--- config.mk ---
export PLATFORM = sky130hd
export DESIGN_NAME = perf_mon_unit
export DESIGN_NICKNAME = d
export VERILOG_FILES = /design/src/rtl/pmu_pkg.sv /design/src/rtl/pmu_regs.sv /design/src/rtl/pmu_counter.sv /design/src/rtl/pmu_irq.sv /design/src/rtl/perf_mon_unit.sv
export SDC_FILE = /design/constraint.sdc
export NUM_CORES = 2
export LEC_CHECK = 0
export BUFFER_PORTS_ARGS = -buffer_cell sky130_fd_sc_hd__buf_2
export CORE_MARGIN = 4
export CORE_UTILIZATION = 41
export DETAILED_ROUTE_END_ITERATION = 8
export SYNTH_ARGS = -nofsm -noshare
export SYNTH_HDL_FRONTEND = slang
export SYNTH_SLANG_ARGS = --single-unit
--- constraint.sdc ---
create_clock -name clk -period 3.3 [get_ports clk]
set_input_delay 0.66 -clock clk [delete_from_list [all_inputs] [get_ports clk]]
set_output_delay 0.66 -clock clk [all_outputs]
set_load 0.005 [all_outputs]
--- src/rtl/pmu_pkg.sv ---
package pmu_pkg;
  localparam int NUM_CTR   = 10;
  localparam int CTR_W     = 48;
  localparam int EVT_W     = 8;
  localparam int REG_W     = 64;
  localparam int ADDR_W    = 5;
  localparam int LO_GROUP  = 8;
  localparam int FIXED_CTR = 2;

  // control register layout
  localparam int CTL_EN_LO    = 0;
  localparam int CTL_MODE_LSB = 8;
  localparam int MODE_W       = 3;
  localparam int CTL_ACT_BIT  = 11;
  localparam int CTL_IE_LO    = 12;
  localparam int CTL_EN_HI    = 32;
  localparam int CTL_IE_HI    = 44;

  // filter register layout
  localparam int FLT_U_LO = 0;
  localparam int FLT_K_LO = 8;
  localparam int FLT_U_HI = 16;
  localparam int FLT_K_HI = 18;

  localparam logic [ADDR_W-1:0] A_CTL  = 5'd0;
  localparam logic [ADDR_W-1:0] A_FLT  = 5'd1;
  localparam logic [ADDR_W-1:0] A_ES0  = 5'd2;
  localparam logic [ADDR_W-1:0] A_ES1  = 5'd3;
  localparam logic [ADDR_W-1:0] A_OVF  = 5'd4;
  localparam int                A_CTR0 = 8;

  typedef enum logic [MODE_W-1:0] {
    IM_OFF  = 3'd0,
    IM_FAST = 3'd1
  } irq_mode_e;

  function automatic int grp_pos(int i, int lo_base, int hi_base);
    return (i < LO_GROUP) ? lo_base + i : hi_base + (i - LO_GROUP);
  endfunction

  function automatic int ctl_en_pos(int i);
    return grp_pos(i, CTL_EN_LO, CTL_EN_HI);
  endfunction

  function automatic int ctl_ie_pos(int i);
    return grp_pos(i, CTL_IE_LO, CTL_IE_HI);
  endfunction

  function automatic int flt_u_pos(int i);
    return grp_pos(i, FLT_U_LO, FLT_U_HI);
  endfunction

  function automatic int flt_k_pos(int i);
    return grp_pos(i, FLT_K_LO, FLT_K_HI);
  endfunction

  function automatic logic [REG_W-1:0] ctl_wmask(int n);
    logic [REG_W-1:0] m;
    m = '0;
    for (int i = 0; i < n; i++) begin
      m[ctl_en_pos(i)] = 1'b1;
      m[ctl_ie_pos(i)] = 1'b1;
    end
    m[CTL_MODE_LSB +: MODE_W] = '1;
    return m;
  endfunction

  function automatic logic [REG_W-1:0] flt_wmask(int n);
    logic [REG_W-1:0] m;
    m = '0;
    for (int i = 0; i < n; i++) begin
      m[flt_u_pos(i)] = 1'b1;
      m[flt_k_pos(i)] = 1'b1;
    end
    return m;
  endfunction

  // a counter reaches its top bit only when every lower bit was set
  function automatic logic crosses_top(logic [CTR_W-1:0] cur);
    return (cur[CTR_W-1] == 1'b0) && (&cur[CTR_W-2:0]);
  endfunction
endpackage

--- src/rtl/pmu_regs.sv ---
module pmu_regs
  import pmu_pkg::*;
#(
  parameter int NUM   = NUM_CTR,
  parameter int EW    = EVT_W,
  localparam int NPROG = NUM - FIXED_CTR,
  localparam int ES_W  = 4 * EW
) (
  input  logic                     clk,
  input  logic                     rst_n,
  input  logic                     wr_en,
  input  logic [ADDR_W-1:0]        wr_addr,
  input  logic [REG_W-1:0]         wr_data,
  output logic [REG_W-1:0]         ctl_q,
  output logic [REG_W-1:0]         flt_q,
  output logic [ES_W-1:0]          es0_q,
  output logic [ES_W-1:0]          es1_q,
  output logic                     ctl_wr,
  output logic                     ovf_clr_wr,
  output logic [NUM-1:0]           ctr_wr,
  output logic [NUM-1:0]           ctr_en,
  output logic [NUM-1:0]           irq_en,
  output logic [NUM-1:0]           usr_ok,
  output logic [NUM-1:0]           krn_ok,
  output logic [NPROG-1:0][EW-1:0] evsel,
  output logic [MODE_W-1:0]        mode
);
  localparam logic [REG_W-1:0] CTL_MASK = ctl_wmask(NUM);
  localparam logic [REG_W-1:0] FLT_MASK = flt_wmask(NUM);

  assign ctl_wr     = wr_en && (wr_addr == A_CTL);
  assign ovf_clr_wr = wr_en && (wr_addr == A_OVF);

  always_ff @(posedge clk or negedge rst_n) begin
    if (!rst_n) begin
      ctl_q <= '0;
      flt_q <= '0;
      es0_q <= '0;
      es1_q <= '0;
    end else if (wr_en) begin
      unique case (wr_addr)
        A_CTL:   ctl_q <= wr_data & CTL_MASK;
        A_FLT:   flt_q <= wr_data & FLT_MASK;
        A_ES0:   es0_q <= wr_data[ES_W-1:0];
        A_ES1:   es1_q <= wr_data[ES_W-1:0];
        default: ;
      endcase
    end
  end

  assign mode = ctl_q[CTL_MODE_LSB +: MODE_W];

  for (genvar g = 0; g < NUM; g++) begin : g_dec
    assign ctr_wr[g] = wr_en && (wr_addr == ADDR_W'(A_CTR0 + g));
    assign ctr_en[g] = ctl_q[ctl_en_pos(g)];
    assign irq_en[g] = ctl_q[ctl_ie_pos(g)];
    assign usr_ok[g] = flt_q[flt_u_pos(g)];
    assign krn_ok[g] = flt_q[flt_k_pos(g)];
  end

  for (genvar p = 0; p < NPROG; p++) begin : g_sel
    if (p < 4) begin : g_lo
      assign evsel[p] = es0_q[p*EW +: EW];
    end else begin : g_hi
      assign evsel[p] = es1_q[(p-4)*EW +: EW];
    end
  end
endmodule

--- src/rtl/pmu_counter.sv ---
module pmu_counter
  import pmu_pkg::*;
#(
  parameter int W = CTR_W
) (
  input  logic         clk,
  input  logic         rst_n,
  input  logic         count_en,
  input  logic         usr_ok,
  input  logic         krn_ok,
  input  logic         in_kernel,
  input  logic         evt_hit,
  input  logic         sw_wr,
  input  logic [W-1:0] sw_data,
  output logic [W-1:0] value,
  output logic         ovf_evt
);
  logic qual;
  logic inc;

  assign qual    = in_kernel ? krn_ok : usr_ok;
  assign inc     = count_en && qual && evt_hit;
  assign ovf_evt = inc && !sw_wr && crosses_top(value);

  always_ff @(posedge clk or negedge rst_n) begin
    if (!rst_n)      value <= '0;
    else if (sw_wr)  value <= sw_data;
    else if (inc)    value <= value + 1'b1;
  end

  // software load wins over a same-cycle increment
  a_r6_write_wins: assert property (@(posedge clk) disable iff (!rst_n)
    sw_wr |=> (value == $past(sw_data)));

  // no load and no qualified event means no change
  a_r5_hold: assert property (@(posedge clk) disable iff (!rst_n)
    (!sw_wr && !inc) |=> $stable(value));

  // one step per qualified event, modulo 2^W
  a_r7_step: assert property (@(posedge clk) disable iff (!rst_n)
    (inc && !sw_wr) |=> (value == W'($past(value) + 1'b1)));

  // an overflow event leaves the top bit set
  a_r8_top_set: assert property (@(posedge clk) disable iff (!rst_n)
    ovf_evt |=> value[W-1]);
endmodule

--- src/rtl/pmu_irq.sv ---
module pmu_irq
  import pmu_pkg::*;
#(
  parameter int NUM = NUM_CTR
) (
  input  logic              clk,
  input  logic              rst_n,
  input  logic [NUM-1:0]    ovf_evt,
  input  logic              clr_wr,
  input  logic [NUM-1:0]    clr_bits,
  input  logic              ctl_wr,
  input  logic [MODE_W-1:0] mode,
  input  logic [NUM-1:0]    irq_en,
  output logic [NUM-1:0]    ovf_q,
  output logic              active
);
  logic [NUM-1:0] clr_mask;
  logic           req;

  assign clr_mask = clr_wr ? clr_bits : '0;
  assign req      = (mode != MODE_W'(IM_OFF)) && (|(ovf_q & irq_en));

  always_ff @(posedge clk or negedge rst_n) begin
    if (!rst_n) ovf_q <= '0;
    else        ovf_q <= (ovf_q & ~clr_mask) | ovf_evt;
  end

  always_ff @(posedge clk or negedge rst_n) begin
    if (!rst_n)      active <= 1'b0;
    else if (ctl_wr) active <= 1'b0;
    else if (req)    active <= 1'b1;
  end

  // an overflow event is recorded in status on the same edge
  a_r8_status_set: assert property (@(posedge clk) disable iff (!rst_n)
    (|ovf_evt) |=> ((ovf_q & $past(ovf_evt)) == $past(ovf_evt)));

  // write-one-to-clear drops the bits written, unless set again
  a_r9_w1c: assert property (@(posedge clk) disable iff (!rst_n)
    clr_wr |=> ((ovf_q & $past(clr_mask & ~ovf_evt)) == '0));

  // the flag only rises with the mode on and an enabled overflow pending
  a_r10_raise_cause: assert property (@(posedge clk) disable iff (!rst_n)
    $rose(active) |-> $past((mode != '0) && (|(ovf_q & irq_en))));

  // a control write always leaves the flag low
  a_r11_ctl_clears: assert property (@(posedge clk) disable iff (!rst_n)
    ctl_wr |=> !active);
endmodule

--- src/rtl/perf_mon_unit.sv ---
module perf_mon_unit
  import pmu_pkg::*;
#(
  parameter int NUM_C = NUM_CTR,
  parameter int CW    = CTR_W,
  parameter int EW    = EVT_W,
  localparam int NUM_EVT = 1 << EW,
  localparam int NPROG   = NUM_C - FIXED_CTR,
  localparam int ES_W    = 4 * EW
) (
  input  logic               clk,
  input  logic               rst_n,
  input  logic [NUM_EVT-1:0] ev_pulse,
  input  logic               instr_ret,
  input  logic               priv_kernel,
  input  logic               wr_en,
  input  logic [ADDR_W-1:0]  wr_addr,
  input  logic [REG_W-1:0]   wr_data,
  input  logic [ADDR_W-1:0]  rd_addr,
  output logic [REG_W-1:0]   rd_data,
  output logic               irq_o
);
  logic [REG_W-1:0]          ctl_q, flt_q;
  logic [ES_W-1:0]           es0_q, es1_q;
  logic                      ctl_wr, ovf_clr_wr;
  logic [NUM_C-1:0]          ctr_wr, ctr_en, irq_en, usr_ok, krn_ok;
  logic [NPROG-1:0][EW-1:0]  evsel;
  logic [MODE_W-1:0]         mode;
  logic [NUM_C-1:0]          ovf_evt, ovf_q;
  logic                      active;
  logic [NUM_C-1:0][CW-1:0]  cnt;

  pmu_regs #(.NUM(NUM_C), .EW(EW)) u_regs (
    .clk        (clk),
    .rst_n      (rst_n),
    .wr_en      (wr_en),
    .wr_addr    (wr_addr),
    .wr_data    (wr_data),
    .ctl_q      (ctl_q),
    .flt_q      (flt_q),
    .es0_q      (es0_q),
    .es1_q      (es1_q),
    .ctl_wr     (ctl_wr),
    .ovf_clr_wr (ovf_clr_wr),
    .ctr_wr     (ctr_wr),
    .ctr_en     (ctr_en),
    .irq_en     (irq_en),
    .usr_ok     (usr_ok),
    .krn_ok     (krn_ok),
    .evsel      (evsel),
    .mode       (mode)
  );

  for (genvar g = 0; g < NUM_C; g++) begin : g_ctr
    logic hit;
    if (g == 0) begin : g_cyc
      assign hit = 1'b1;
    end else if (g == 1) begin : g_ins
      assign hit = instr_ret;
    end else begin : g_prog
      assign hit = ev_pulse[evsel[g-FIXED_CTR]];
    end

    pmu_counter #(.W(CW)) u_ctr (
      .clk       (clk),
      .rst_n     (rst_n),
      .count_en  (ctr_en[g]),
      .usr_ok    (usr_ok[g]),
      .krn_ok    (krn_ok[g]),
      .in_kernel (priv_kernel),
      .evt_hit   (hit),
      .sw_wr     (ctr_wr[g]),
      .sw_data   (wr_data[CW-1:0]),
      .value     (cnt[g]),
      .ovf_evt   (ovf_evt[g])
    );
  end

  pmu_irq #(.NUM(NUM_C)) u_irq (
    .clk      (clk),
    .rst_n    (rst_n),
    .ovf_evt  (ovf_evt),
    .clr_wr   (ovf_clr_wr),
    .clr_bits (wr_data[NUM_C-1:0]),
    .ctl_wr   (ctl_wr),
    .mode     (mode),
    .irq_en   (irq_en),
    .ovf_q    (ovf_q),
    .active   (active)
  );

  assign irq_o = active;

  always_comb begin
    rd_data = '0;
    case (rd_addr)
      A_CTL: rd_data = ctl_q | (REG_W'(active) << CTL_ACT_BIT);
      A_FLT: rd_data = flt_q;
      A_ES0: rd_data = REG_W'(es0_q);
      A_ES1: rd_data = REG_W'(es1_q);
      A_OVF: rd_data = REG_W'(ovf_q);
      default: begin
        for (int i = 0; i < NUM_C; i++) begin
          if (rd_addr == ADDR_W'(A_CTR0 + i)) rd_data = REG_W'(cnt[i]);
        end
      end
    endcase
  end

  // the interrupt output is low while in reset and right after it
  a_r1_irq_quiet: assert property (@(posedge clk) disable iff (!rst_n)
    $rose(rst_n) |-> !irq_o);
endmodule

==> flow_summary.toml <==
[pwr]
clockPowerShare = 0.204
peakVddDrop_v = 0.0003605
power.switching_w = 0.01685
power_frac_comb = 0.485
sequentialPowerShare = 0.311
internal-power_w = 0.02267
powerDensity_nw_per_um2 = 548.3
p_leak_nw = 28.38
netSwitchingFraction = 0.4264

[place]
dpl-instance-area_um2 = 65360
hpwl_um = 233400
io_buffers = 367
post-place-ws_ns = -0.6361
gp_congestion = 1.104

[yosys]
synth.avg_cell_area_um2 = 9.467
ys_warn_count = 0
yosysSeqAreaShare = 0.2791
synth_seq_cells = 598
netlist_area_um2 = 53620
ys_dominant_reg_cell = "dfrtp_1"
async_flop_share = 1.000
synthCells = 5664
synth_edf_count = 0
ys_types = 99

[clocking]
htreeDepth = 3
clk_pin_slew_ns = 0.06
cts_buffer_depth = 3
root_buffer = "clkbuf_16"
cts_tree = "done"
numCtsBuffers = 69
clk_latency_ns = 0.66
cts.sinks = 598

[final_layout]
layout-drive-gt1-share = 0.3946
final_common_cell = "buf_4"
post-route-cell-area_um2 = 72070
final_cell_mix = "983 x buf_4, 599 x nor2_1, 579 x dfrtp_1"
fin_nets = 7184
syn_to_final_growth_pct = 34.40
n_fill_cell = 11413

[floorplan]
die_area_um2 = 136600
die_w_um = 369.6
die_h_um = 369.6
rows = 132
core_area_um2 = 129600
start_util = 0.4136
io_pins = 400

[setup_path]
crit_type = "flop to flop"
crit_fanout = 28
critical_path_required_ns = 3.85
setup.worst_path.start_class = "flop"
cp-end-kind = "flop"
arrival_ns = 4.23

[route]
first_iter_violations = 9972
dr_total_vias = 60542
wl_um = 312400
firstDrtPassIters = 9
viasPerCell = 6.987
drcViolationCount = 0
wire_per_inst_um = 36.05
ant_nets = 0

[min_path]
hold_path_class = "input port to flop"

[sta]
skew_ns = 0.03274
rsz0062_at_grt = "yes"
fin_ws_ns = -0.3835
finalSetupViolCount = 400
hold_viol = 0
tightest_slew_ns = 1.143
fin_crit_ns = 3.683
max-slew-margin-rel = 0.2378
min_period_over_period = 1.116
max_freq_mhz = 271.5
slew_violations = 0

[grt]
grt_max_degree = 97
overflow = 0
grt_pass1_wl_um = 423600
antenna_found_initial = 45
grt_pass1_vias = 55907
grt_usage = 0.4331

[status]
status = "finished with violations"
violations = "setup timing"

[run]
maxCapViolCount = 0
[sequential cells by signal (all words and copies together), names as in the netlist]
name / flops
u_regs.es0_q: 32
u_irq.ovf_q: 10
u_regs.flt_q: 20
u_regs.ctl_q: 23
g_ctr.u_ctr.value: 480
u_regs.es1_q: 32
u_irq.active: 1
[power by group through the flow]
stage	combinational, W	clock (W)	sequential, W
2_1_floorplan	0.00929	0	0.0107
3_3_place_gp	0.0165	0	0.0121
3_5_place_dp	0.0167	0	0.0121
4_1_cts	0.0174	0.00809	0.0120
5_1_grt	0.0197	0.00837	0.0124
6_report	0.0192	0.00808	0.0123
[routing by layer]
metal / global-route usage / vias up / routed length (um)
met2: 0.5934 / 5343 / 123900
li1: - / 24100 / -
met5: 0.01140 / - / 564
met3: 0.1938 / 1092 / 53330
met4: 0.2179 / 32 / 20600
met1: 0.5746 / 29975 / 114000
[kinds of logic (layout without fill, tap and decap cells)]
family                     Yosys count  count (layout)  synth area share
other                                1              49        0.00006994
adders and majority gates           10              10          0.002333
muxes                              806             806            0.2649
and+or+nand+nor                   2033            2034            0.1892
buffers and inverters              616            1826           0.05313
DFF                                598             598            0.2791
AOI/OAI and AO/OA                 1195            1195            0.1451
xor gates and xnor gates           405             405           0.06615
[worst max-delay path: stages, from the launching register on]
cell      delay, ns
dfrtp_4        0.63
buf_12         0.22
buf_6          0.13
mux4_2         0.39
and2_4         0.15
a211oi_1       0.05
a311oi_2       0.35
a31oi_4        0.19
buf_6          0.18
nor3b_4        0.23
nand3_2        0.12
buf_12         0.18
or4_1          0.49
a31oi_1        0.19
[final timing paths]
kind / from / endpoint / slack, ns / cells past startpoint
min in group asynchronous: rst_n / g_ctr[3].u_ctr.value[47] / 0.56 / 2
worst min register to register: g_ctr[5].u_ctr.value[47] / u_irq.ovf_q[5] / 0.52 / 1
worst min-delay path: wr_data[36] / g_ctr[8].u_ctr.value[36] / 0.47 / 3
worst max-delay path: u_regs.es1_q[0] / g_ctr[6].u_ctr.value[32] / -0.38 / 13
max in group asynchronous: rst_n / u_regs.es0_q[18] / 1.75 / 3
worst max register to register: u_regs.es1_q[0] / g_ctr[6].u_ctr.value[32] / -0.38 / 13
[Yosys cell counts (116+ instances only)]
library cell	number	area, um^2
clkbuf_1	317	1190
a21oi_1	428	2142
a22oi_1	175	1314
nand4_1	164	1026
dfrtp_1	598	14960
mux2i_1	178	1782
xnor2_1	214	1874
nand3_1	204	1021
nor3_1	116	580.6
o21ai_0	135	675.7
nor2_1	604	2267
xor2_1	191	1673
nand2_1	404	1516
mux2_2	156	1757
mux4_2	462	10400
[repair_timing]
item	4_1_cts	5_1_grt
pin swaps	92	182
endpoints found under the hold margin	42	0
cloned	9	18
buffers inserted	49	67
resized for setup	293	297
setup endpoints to repair	435	431
hold buffers	1	0
[metrics by stage]
step           setup TNS [ns]  hold slack, ns  cells    util  power, W
2_1_floorplan               0          0.3644   5679       -   0.02004
3_3_place_gp          -123.93          0.4961   8387  0.5041   0.02860
3_5_place_dp          -129.20          0.5131   8387  0.5041   0.02878
4_1_cts                -32.84          0.4347   8557  0.5369   0.03751
5_1_grt                -74.82          0.4610   8648  0.5555   0.04042
6_report               -59.74          0.4693   8665  0.5559   0.03952
[layout make-up]
class,count,area (um^2),area share
Clock buffer,104,2029,0.02816
Timing Repair Buffer,1616,14110,0.1957
Clock inverter,18,269.0,0.003733
Tap cell,1742,2180,0.03024
Inverter,88,330.3,0.004583
Sequential cell,598,15020,0.2084
Antenna cell,33,82.58,0.001146
Multi-Input combinational cell,4466,38060,0.5280
No activity file was read; power rests on OpenSTA's default activity.
